$ cat src/rtl/usb_tx_pkg.sv
package usb_tx_pkg;
  typedef enum logic [1:0] {
    PH_IDLE = 2'd0,
    PH_PKT  = 2'd1,
    PH_SE0B = 2'd2,
    PH_JEND = 2'd3
  } tx_phase_e;

  // line symbol codes carried between lane engine and line map
  localparam logic [1:0] SYM_J   = 2'd0;
  localparam logic [1:0] SYM_K   = 2'd1;
  localparam logic [1:0] SYM_SE0 = 2'd2;

  localparam logic [1:0] OPM_NODRIVE = 2'b01;
  localparam logic [1:0] OPM_RAW     = 2'b10;
  localparam logic [1:0] SPD_FS      = 2'b01;
  localparam logic [1:0] SPD_LS      = 2'b10;
endpackage

$ cat src/rtl/usb_tx_rate.sv
module usb_tx_rate #(
  parameter int FS_DIV = 5,
  parameter int LS_DIV = 40
) (
  input  logic       clk,
  input  logic       rst,
  input  logic       restart_i,
  input  logic       ls_i,
  output logic       tick_o
);
  localparam int CNT_W = $clog2(LS_DIV + 1);

  logic [CNT_W-1:0] cnt_q;

  assign tick_o = (cnt_q == '0);

  always_ff @(posedge clk or posedge rst) begin
    if (rst)
      cnt_q <= '0;
    else if (restart_i)
      cnt_q <= '0;
    else if (cnt_q == '0)
      cnt_q <= ls_i ? CNT_W'(LS_DIV - 1) : CNT_W'(FS_DIV - 1);
    else
      cnt_q <= cnt_q - CNT_W'(1);
  end
endmodule

$ cat src/rtl/usb_tx_lanes.sv
module usb_tx_lanes
  import usb_tx_pkg::*;
#(
  parameter int SLOTS = 8,
  parameter int QW    = 16,
  parameter int CW    = 5
) (
  input  tx_phase_e              phase_i,
  input  logic [QW-1:0]          q_i,
  input  logic [CW-1:0]          qn_i,
  input  logic [2:0]             run_i,
  input  logic                   lvl_i,
  input  logic                   ended_i,
  input  logic                   raw_i,
  input  logic                   hs_i,
  input  logic                   tick_i,
  output tx_phase_e              phase_o,
  output logic [QW-1:0]          q_o,
  output logic [CW-1:0]          qn_o,
  output logic [2:0]             run_o,
  output logic                   lvl_o,
  output logic [SLOTS-1:0][1:0]  sym_o,
  output logic [SLOTS-1:0]       oe_o
);
  always_comb begin
    tx_phase_e      ph;
    logic [QW-1:0]  q;
    logic [CW-1:0]  qn;
    logic [2:0]     run;
    logic           lvl;
    logic           b;
    ph  = phase_i;
    q   = q_i;
    qn  = qn_i;
    run = run_i;
    lvl = lvl_i;
    b   = 1'b0;
    sym_o = '0;
    oe_o  = '0;
    for (int k = 0; k < SLOTS; k++) begin
      if (hs_i || (tick_i && k == 0)) begin
        case (ph)
          PH_PKT: begin
            oe_o[k] = 1'b1;
            if (!raw_i && run == 3'd6) begin
              lvl      = ~lvl;
              run      = '0;
              sym_o[k] = lvl ? SYM_J : SYM_K;
            end else if (qn != '0) begin
              b   = q[0];
              q   = {1'b0, q[QW-1:1]};
              qn  = qn - CW'(1);
              if (raw_i)  lvl = b;
              else if (!b) lvl = ~lvl;
              run      = (b && !raw_i) ? run + 3'd1 : 3'd0;
              sym_o[k] = lvl ? SYM_J : SYM_K;
            end else if (ended_i) begin
              ph       = PH_SE0B;
              sym_o[k] = SYM_SE0;
            end else begin
              sym_o[k] = lvl ? SYM_J : SYM_K;
            end
          end
          PH_SE0B: begin
            oe_o[k]  = 1'b1;
            sym_o[k] = SYM_SE0;
            ph       = PH_JEND;
          end
          PH_JEND: begin
            oe_o[k]  = 1'b1;
            sym_o[k] = SYM_J;
            lvl      = 1'b1;
            ph       = PH_IDLE;
          end
          default: sym_o[k] = SYM_J;
        endcase
      end
    end
    phase_o = ph;
    q_o     = q;
    qn_o    = qn;
    run_o   = run;
    lvl_o   = lvl;
  end
endmodule

$ cat src/rtl/usb_tx_linemap.sv
module usb_tx_linemap
  import usb_tx_pkg::*;
#(
  parameter int SLOTS = 8
) (
  input  logic [SLOTS-1:0][1:0] sym_i,
  input  logic                  ls_i,
  output logic [SLOTS-1:0]      dp_o,
  output logic [SLOTS-1:0]      dm_o
);
  for (genvar k = 0; k < SLOTS; k++) begin : g_slot
    always_comb begin
      case (sym_i[k])
        SYM_J:   {dp_o[k], dm_o[k]} = ls_i ? 2'b01 : 2'b10;
        SYM_K:   {dp_o[k], dm_o[k]} = ls_i ? 2'b10 : 2'b01;
        default: {dp_o[k], dm_o[k]} = 2'b00;
      endcase
    end
  end
endmodule

$ cat src/rtl/usb_tx_encoder.sv
module usb_tx_encoder
  import usb_tx_pkg::*;
#(
  parameter int DW     = 8,
  parameter int SLOTS  = 8,
  parameter int FS_DIV = 5,
  parameter int LS_DIV = 40
) (
  input  logic             clk,
  input  logic             rst,
  input  logic [DW-1:0]    tx_data_i,
  input  logic             tx_valid_i,
  output logic             tx_ready_o,
  input  logic [1:0]       opmode_i,
  input  logic [1:0]       speed_i,
  output logic [SLOTS-1:0] line_dp_o,
  output logic [SLOTS-1:0] line_dm_o,
  output logic [SLOTS-1:0] line_oe_o
);
  localparam int QW = 2 * DW;
  localparam int CW = $clog2(QW + 1);
  localparam logic [DW-1:0] SYNC_BYTE = DW'(1) << (DW - 1);

  tx_phase_e            phase_q, l_phase;
  logic [QW-1:0]        q_q, l_q, q_push;
  logic [CW-1:0]        qn_q, l_qn;
  logic [2:0]           run_q, l_run;
  logic                 lvl_q, l_lvl;
  logic                 ended_q;
  logic [SLOTS-1:0][1:0] sym_q, l_sym;
  logic [SLOTS-1:0]     oe_q, l_oe, drv_gate;
  logic                 hs, ls, raw, tick, start, accept;

  assign hs       = (speed_i != SPD_FS) && (speed_i != SPD_LS);
  assign ls       = (speed_i == SPD_LS);
  assign raw      = (opmode_i == OPM_RAW);
  assign drv_gate = {SLOTS{opmode_i != OPM_NODRIVE}};
  assign start    = (phase_q == PH_IDLE) && tx_valid_i;

  usb_tx_rate #(.FS_DIV(FS_DIV), .LS_DIV(LS_DIV)) u_rate (
    .clk(clk), .rst(rst), .restart_i(start), .ls_i(ls), .tick_o(tick)
  );

  usb_tx_lanes #(.SLOTS(SLOTS), .QW(QW), .CW(CW)) u_lanes (
    .phase_i(phase_q), .q_i(q_q), .qn_i(qn_q), .run_i(run_q), .lvl_i(lvl_q),
    .ended_i(ended_q), .raw_i(raw), .hs_i(hs), .tick_i(tick),
    .phase_o(l_phase), .q_o(l_q), .qn_o(l_qn), .run_o(l_run), .lvl_o(l_lvl),
    .sym_o(l_sym), .oe_o(l_oe)
  );

  usb_tx_linemap #(.SLOTS(SLOTS)) u_map (
    .sym_i(sym_q), .ls_i(ls), .dp_o(line_dp_o), .dm_o(line_dm_o)
  );

  assign tx_ready_o = (phase_q == PH_PKT) && !ended_q && (l_qn <= CW'(DW));
  assign accept     = tx_ready_o && tx_valid_i;
  assign q_push     = l_q | (QW'(tx_data_i) << l_qn);
  assign line_oe_o  = oe_q;

  always_ff @(posedge clk or posedge rst) begin
    if (rst) begin
      phase_q <= PH_IDLE;
      q_q     <= '0;
      qn_q    <= '0;
      run_q   <= '0;
      lvl_q   <= 1'b1;
      ended_q <= 1'b0;
      sym_q   <= '0;
      oe_q    <= '0;
    end else if (start) begin
      phase_q <= PH_PKT;
      q_q     <= QW'(SYNC_BYTE);
      qn_q    <= CW'(DW);
      run_q   <= '0;
      lvl_q   <= 1'b1;
      ended_q <= 1'b0;
      sym_q   <= '0;
      oe_q    <= '0;
    end else begin
      phase_q <= l_phase;
      q_q     <= accept ? q_push : l_q;
      qn_q    <= accept ? l_qn + CW'(DW) : l_qn;
      run_q   <= l_run;
      lvl_q   <= l_lvl;
      ended_q <= (phase_q == PH_PKT) && (ended_q || !tx_valid_i);
      if (hs) begin
        sym_q <= l_sym;
        oe_q  <= l_oe & drv_gate;
      end else if (tick) begin
        sym_q <= {SLOTS{l_sym[0]}};
        oe_q  <= {SLOTS{l_oe[0]}} & drv_gate;
      end
    end
  end
endmodule

$ cat config.mk
export PLATFORM = sky130hd
export DESIGN_NAME = usb_tx_encoder
export DESIGN_NICKNAME = d
export VERILOG_FILES = /design/src/rtl/usb_tx_pkg.sv /design/src/rtl/usb_tx_rate.sv /design/src/rtl/usb_tx_lanes.sv /design/src/rtl/usb_tx_linemap.sv /design/src/rtl/usb_tx_encoder.sv
export SDC_FILE = /design/constraint.sdc
export NUM_CORES = 1
export LEC_CHECK = 0
export CAP_MARGIN = 15
export CORE_MARGIN = 5
export CORE_UTILIZATION = 55
export DETAILED_ROUTE_END_ITERATION = 8
export GPL_ROUTABILITY_DRIVEN = 0
export PLACE_DENSITY = 0.72
export REMOVE_ABC_BUFFERS = 1
export SETUP_SLACK_MARGIN = 0.02
export SLEW_MARGIN = 20
export SYNTH_ARGS = -nofsm -noshare
export SYNTH_HDL_FRONTEND = slang
export SYNTH_SLANG_ARGS = --single-unit
$ cat constraint.sdc
create_clock -name clk -period 23.3 [get_ports clk]
set_input_delay 3.495 -clock clk [delete_from_list [all_inputs] [get_ports clk]]
set_output_delay 3.495 -clock clk [all_outputs]
set_load 0.05 [all_outputs]
After elaboration in Yosys (flattened, before gate mapping)
Index checks and enable logic that the tools add are counted.

storage, ports and cells
  register bits after elaboration = 58
  bits in latches = 0
  memory bits (writable) = 0
  memory bits (read-only) = 0
  word-level logic and storage cells = 478
  memories = 0

cells by class
  $add $sub $neg = 18
  multiply operators = 0
  divide/modulo/power cells = 0
  $lt $le $gt $ge = 1
  eq/ne operators = 45
  shift operators = 1
  muxes and demuxes = 332
  bitwise operators = 11
  reduce and logical (&&, ||, !) cells = 54

operators with widths
  cell                   count
  $mux W16               37
  $mux W5                34
  $mux W3                41
  $mux W2                60
  $mux W1                114
  $pmux W1 S2            24
  $pmux W2 S3            8
  $reduce_bool A5 Y1     8
  $sub A5 B1 Y5 const B  8
  $eq A2 B2 Y1 const B   18
  $eq A2 B1 Y1 const B   16
  $pmux W2 S2            8
  $add A3 B1 Y3 const B  8
  $eq A3 B3 Y1 const B   8
  $mux W8                3
  $reduce_or A3 Y1       8
  $logic_and A1 B1 Y1    22
  $logic_not A2 Y1       9
  $mux W6                3
  $and A8 B8 Y8          2
  $or A16 B16 Y16        1
  $shl A8 B5 Y16         1
  $not A1 Y1             8
  $logic_not A6 Y1       1
  other kinds (8)        12

Longest topological paths before layout
  depth after elaboration = 90
  depth in mapped cells = 73
  mapped depth without buffers = 67

Cells and area by module
From an unflattened synthesis, not the netlist that was laid out.

second synthesis, totals
  cell total of the unflattened synthesis = 1216
  area, all modules = 9253.9 um^2

by module, submodules not included
  module          instances  cells an instance  area an instance (um^2)  sequential area each (um^2)
  usb_tx_lanes    1          878                6070.8                   0.0
  usb_tx_encoder  1          285                2692.6                   1302.5
  usb_tx_rate     1          28                 314.1                    150.1
  usb_tx_linemap  1          25                 176.4                    0.0

Worst setup path before layout
OpenSTA, ideal clock, no wires.

  kind = in2out
  start point = input speed_i[0]
  end point = output tx_ready_o
  arrival time = 16.755 ns
  data required time = 19.805 ns
  setup slack = 3.050 ns
  cell stages on the path = 62
  path buffers = 10
  cells stage by stage = inv_1 > ha_1 > clkbuf_1 > clkinv_1 > nand2_1 > a21oi_1 > a31oi_1 > ha_1 > nand2_1 > or3_1 > nor2_2 > mux2_2 > ha_1 > clkbuf_1 > and2_1 > clkbuf_1 > a211oi_2 > clkbuf_1 > (+26 left out) > ha_1 > clkbuf_1 > o2111ai_2 > nand2_1 > nor2_1 > a22oi_1 > o21ai_0 > ha_1 > nand3_1 > a21o_1 > o32a_1 > o22ai_1 > or4_4 > and3_1 > buf_6 > and4_4 > a21oi_2 > nor3b_1

on the way
  longest elaborated chain between the ends = 47
  elaborated cells between the ends (all ways) = 177
  classes of those cells = add/sub: 13; order compare: 1; eq/ne: 28; mux: 112; reduce/logical: 23

RTL lines
  element                                                                 line                  text
  from (decl)                                                             usb_tx_encoder.sv:15  input logic [1:0] speed_i,
  $ne A2 B1 Y1 or $ne A2 B2 Y1 (tied branches)                            usb_tx_encoder.sv:34  assign hs = (speed_i != SPD_FS) && (speed_i != SPD_LS);
  $logic_and A1 B1 Y1 (*)                                                 usb_tx_encoder.sv:34
  parallel branches: the longest is 42 deep, another holds $sub A5 B1 Y5  n/a
  $mux W5 (*)                                                             usb_tx_lanes.sv:41    if (hs_i || (tick_i && k == 0)) begin
  $le A5 B4 Y1 (*)                                                        usb_tx_encoder.sv:55  assign tx_ready_o = (phase_q == PH_PKT) && !ended_q && (l_qn <= CW'(DW));
  $logic_and A1 B1 Y1 (*)                                                 usb_tx_encoder.sv:55
  to (decl)                                                               usb_tx_encoder.sv:13  output logic tx_ready_o,

Mark *: on every way between the ends.

Worst setup path after layout
Same ends and word-level chain as after synthesis.

==> impl_metrics.csv <==
group,metric,value,unit
run_status,status,"finished clean",
synthesis,ys_seq_area_share,15.6,%
floorplanning,die_y,140,um
sta,clock_skew,0.0164,ns
hold_path,whs_path_depth,1,
worst_setup_path,worstSetupStartpoint,"speed_i[0]",
worst_setup_path,cp.required,19.81,ns
worst_setup_path,cp_data_arrival_time,18.54,ns
layout,area_delta_synth_final,9.07,%
synthesis,yosys_register_bits,58,
synthesis,muxShareOfSynthArea,9.22,%
place,detailed_place_hpwl,21600,um
layout,nets,1372,
detailed_routing,firstDrtPassIters,7,
detailed_routing,final_antenna_net_count,0,
detailed_routing,num_vias,9945,
synthesis,yosys.area.top_type,"dfrtp_1",
clock_tree,clk_latency,0.35,ns
detailed_routing,met1_length,13000,um
sta,fin_tns_setup,0,ns
clock_tree,clockBufferDepth,2,
global_route,antenna_found_initial,1,
detailed_routing,drt-total-wl,28400,um
clock_tree,cts_buffers,9,
hold_path,holdPathEnd,"u_rate.cnt_q[0]",
sta,worstMarginPinSlew,1.00,ns
synthesis,synth.avg_cell_area,7.16,um^2
synthesis,synth.top_cells.by_area,"dfrtp_1 15%, ha_1 8.2%, nand2_1 6.7%, nor2_1 6.5%, mux2i_1 6.0%",
synthesis,synth-edff-count,0,
synthesis,synth_simple_gate_area_share,27.4,%
sta,final-hold-violation-count,0,
layout,n_antenna_cell,0,
hold_path,holdCritPathClass,"reg2reg",
worst_setup_path,timing.rr.end,"q_q[1]",
detailed_routing,routedWlPerCell,18.7,um
sta,hold-worst-slack,0.483,ns
clock_tree,htree_levels,3,
clock_tree,cts-root-buf,"clkbuf_16",
synthesis,synth_flop_cell,"dfrtp_1",
detailed_routing,highest_layer,"met4",
detailed_routing,drc_errors,0,
floorplanning,chipWidth,140,um
detailed_routing,vias_per_cell,6.54,
worst_setup_path,r2r_cells,63,
hold_path,min_from,"u_rate.cnt_q[0]",
global_route,gr-total-overflow,0,
synthesis,synth_compound_area_share,31.4,%
synthesis,synth-adder-area-share,8.21,%
global_route,grt_pass1_vias,8961,
floorplanning,coreArea,0.0166,mm^2
global_route,grt_max_degree,59,
sta,period_share,94.6,%
global_route,grt_pass1_wl,45700,um
synthesis,yosys.area_share.xor_xnor,2.53,%
detailed_routing,met3_length,2130,um
synthesis,synth_top_family_by_area,"compound AO/OA/AOI/OAI gates",
floorplanning,initial_core_util,56.1,%
place,io_buffers,39,
sta,report.final.slew_viol_count,0,
floorplanning,die_area,0.0196,mm^2
sta,slew_headroom,32.9,%
floorplanning,ioPinCount,40,
layout,final_area,0.0101,mm^2
synthesis,synth_warnings,0,
worst_setup_path,r2r-start,"phase_q[1]",
sta,setup_violations,0,
clock_tree,clk_pin_slew,0.06,ns
detailed_routing,wl_met2,12800,um
clock_tree,cts_sinks,58,
synthesis,netlist.area_leader.share,15.3,%
flow_run,maxCapViolations,0,
worst_setup_path,crit_path_end_kind,"primary output",
synthesis,syn_area,0.00930,mm^2
sta,fin_crit,22.04,ns
worst_setup_path,path_class,"in2out",
sta,rsz0062_at_grt,"no",
worst_setup_path,cpPeakStageDelay,0.50,ns
worst_setup_path,crit_path_top_delay_cell,"and3_1",
clock_tree,cts_tree,"yes",
synthesis,async_flop_share,100,%
place,placed_area,0.00976,mm^2
worst_setup_path,worstPathMaxFanout,57,
synthesis,synth_cells,1299,
synthesis,yosysUniqueCellTypes,103,
layout,drive_above_1_share,9.38,%
sta,fmax,45.4,MHz
global_route,track_usage,27.9,%
worst_setup_path,reg2reg_setup_slack,7.25,ns
detailed_routing,drtIter0Drc,1002,
worst_setup_path,critical_path.startpoint_type,"input port",
floorplanning,rows,47,
-- worst max path at each step --
stage,end,slack [ns],depth (start not counted)
floorplan,tx_ready_o,1.01,51
global placement,tx_ready_o,1.19,59
detailed placement,tx_ready_o,0.79,59
CTS,tx_ready_o,0.76,59
global route,tx_ready_o,0.07,61
finish,tx_ready_o,1.26,57
-- routing by layer --
metal,GRT usage (%),vias to the layer above
met5,0,-
met4,6.99,0
met3,3.85,45
met2,44.9,392
met1,39.5,4709
li1,-,4799
-- cells in the mapped netlist (6+ instances only) --
master / number
o22ai_1: 10
nand2b_1: 10
a31o_2: 6
nor2b_1: 12
a211oi_1: 16
buf_6: 6
o22a_1: 18
nand3_1: 48
o21ai_1: 15
a31oi_1: 25
a41oi_1: 6
nor2_1: 161
buf_1: 8
nand4_1: 16
nand2_1: 165
a21oi_1: 100
and3_1: 11
and2_1: 21
dfrtp_1: 57
a22oi_1: 13
mux2i_1: 56
o211ai_1: 19
o21a_1: 10
inv_1: 52
buf_2: 11
xnor2_1: 23
a21o_1: 14
o21ai_0: 78
nor4_1: 11
or2_2: 11
mux2_2: 21
nor3_1: 19
ha_1: 61
clkbuf_1: 45
-- sequential cells by signal, indices dropped and copies added, names as in the netlist --
signal        cells
phase_q           2
line_oe_o         8
lvl_q             1
run_q             3
qn_q              5
q_q              16
u_rate.cnt_q      6
ended_q           1
sym_q            16
-- cell families after synthesis --
logic type	count (synthesis)
flops	58
compound gates	418
mux	81
xor+xnor	26
simple gates	531
fa+ha+maj	61
buf+inv	124
-- layout by cell type (no fill, tap or decap), types with 38 or more instances in the layout --
cell,n
nand3_1,48
inv_1,51
clkdlybuf4s50_1,38
a21oi_1,100
nor2_1,158
ha_1,60
mux2i_1,55
o21ai_0,78
nand2_1,165
dfrtp_1,57
-- repair_timing --
item | 4_1_cts | 5_1_grt
gates resized for setup | 0 | 8
endpoints found under the setup margin | 0 | 1
setup buffers | 0 | 2
hold buffers | 0 | 0
-- final cells by class --
cell class	count	area, um^2
timing repair buffer	57	527
clock inverter	4	73.8
multi-input combinational	1117	7360
tap	220	275
inverter	53	199
fill	1547	6440
sequential	58	1450
clock buffer	12	256
-- worst max-delay path: cells and delay by family --
family	cells	cell delay (ns)
simple gates	27	6.85
mux	2	0.87
buf+inv	7	1.59
fa+ha+maj	8	2.53
compound gates	13	3.18
-- per-stage QoR --
stage | utilization [%] | instances | worst slack [ns]
after floorplan | - | 1228 | 1.01
after global placement | 58.9 | 1503 | 1.19
after detailed placement | 58.9 | 1503 | 0.786
after CTS | 60.9 | 1519 | 0.756
after global routing | 61.2 | 1521 | 0.0745
final | 61.2 | 1521 | 1.26
Power is left out: the tool's default activity adds up to more than one toggle a clock period on the data nets, which glitch-free logic cannot reach.
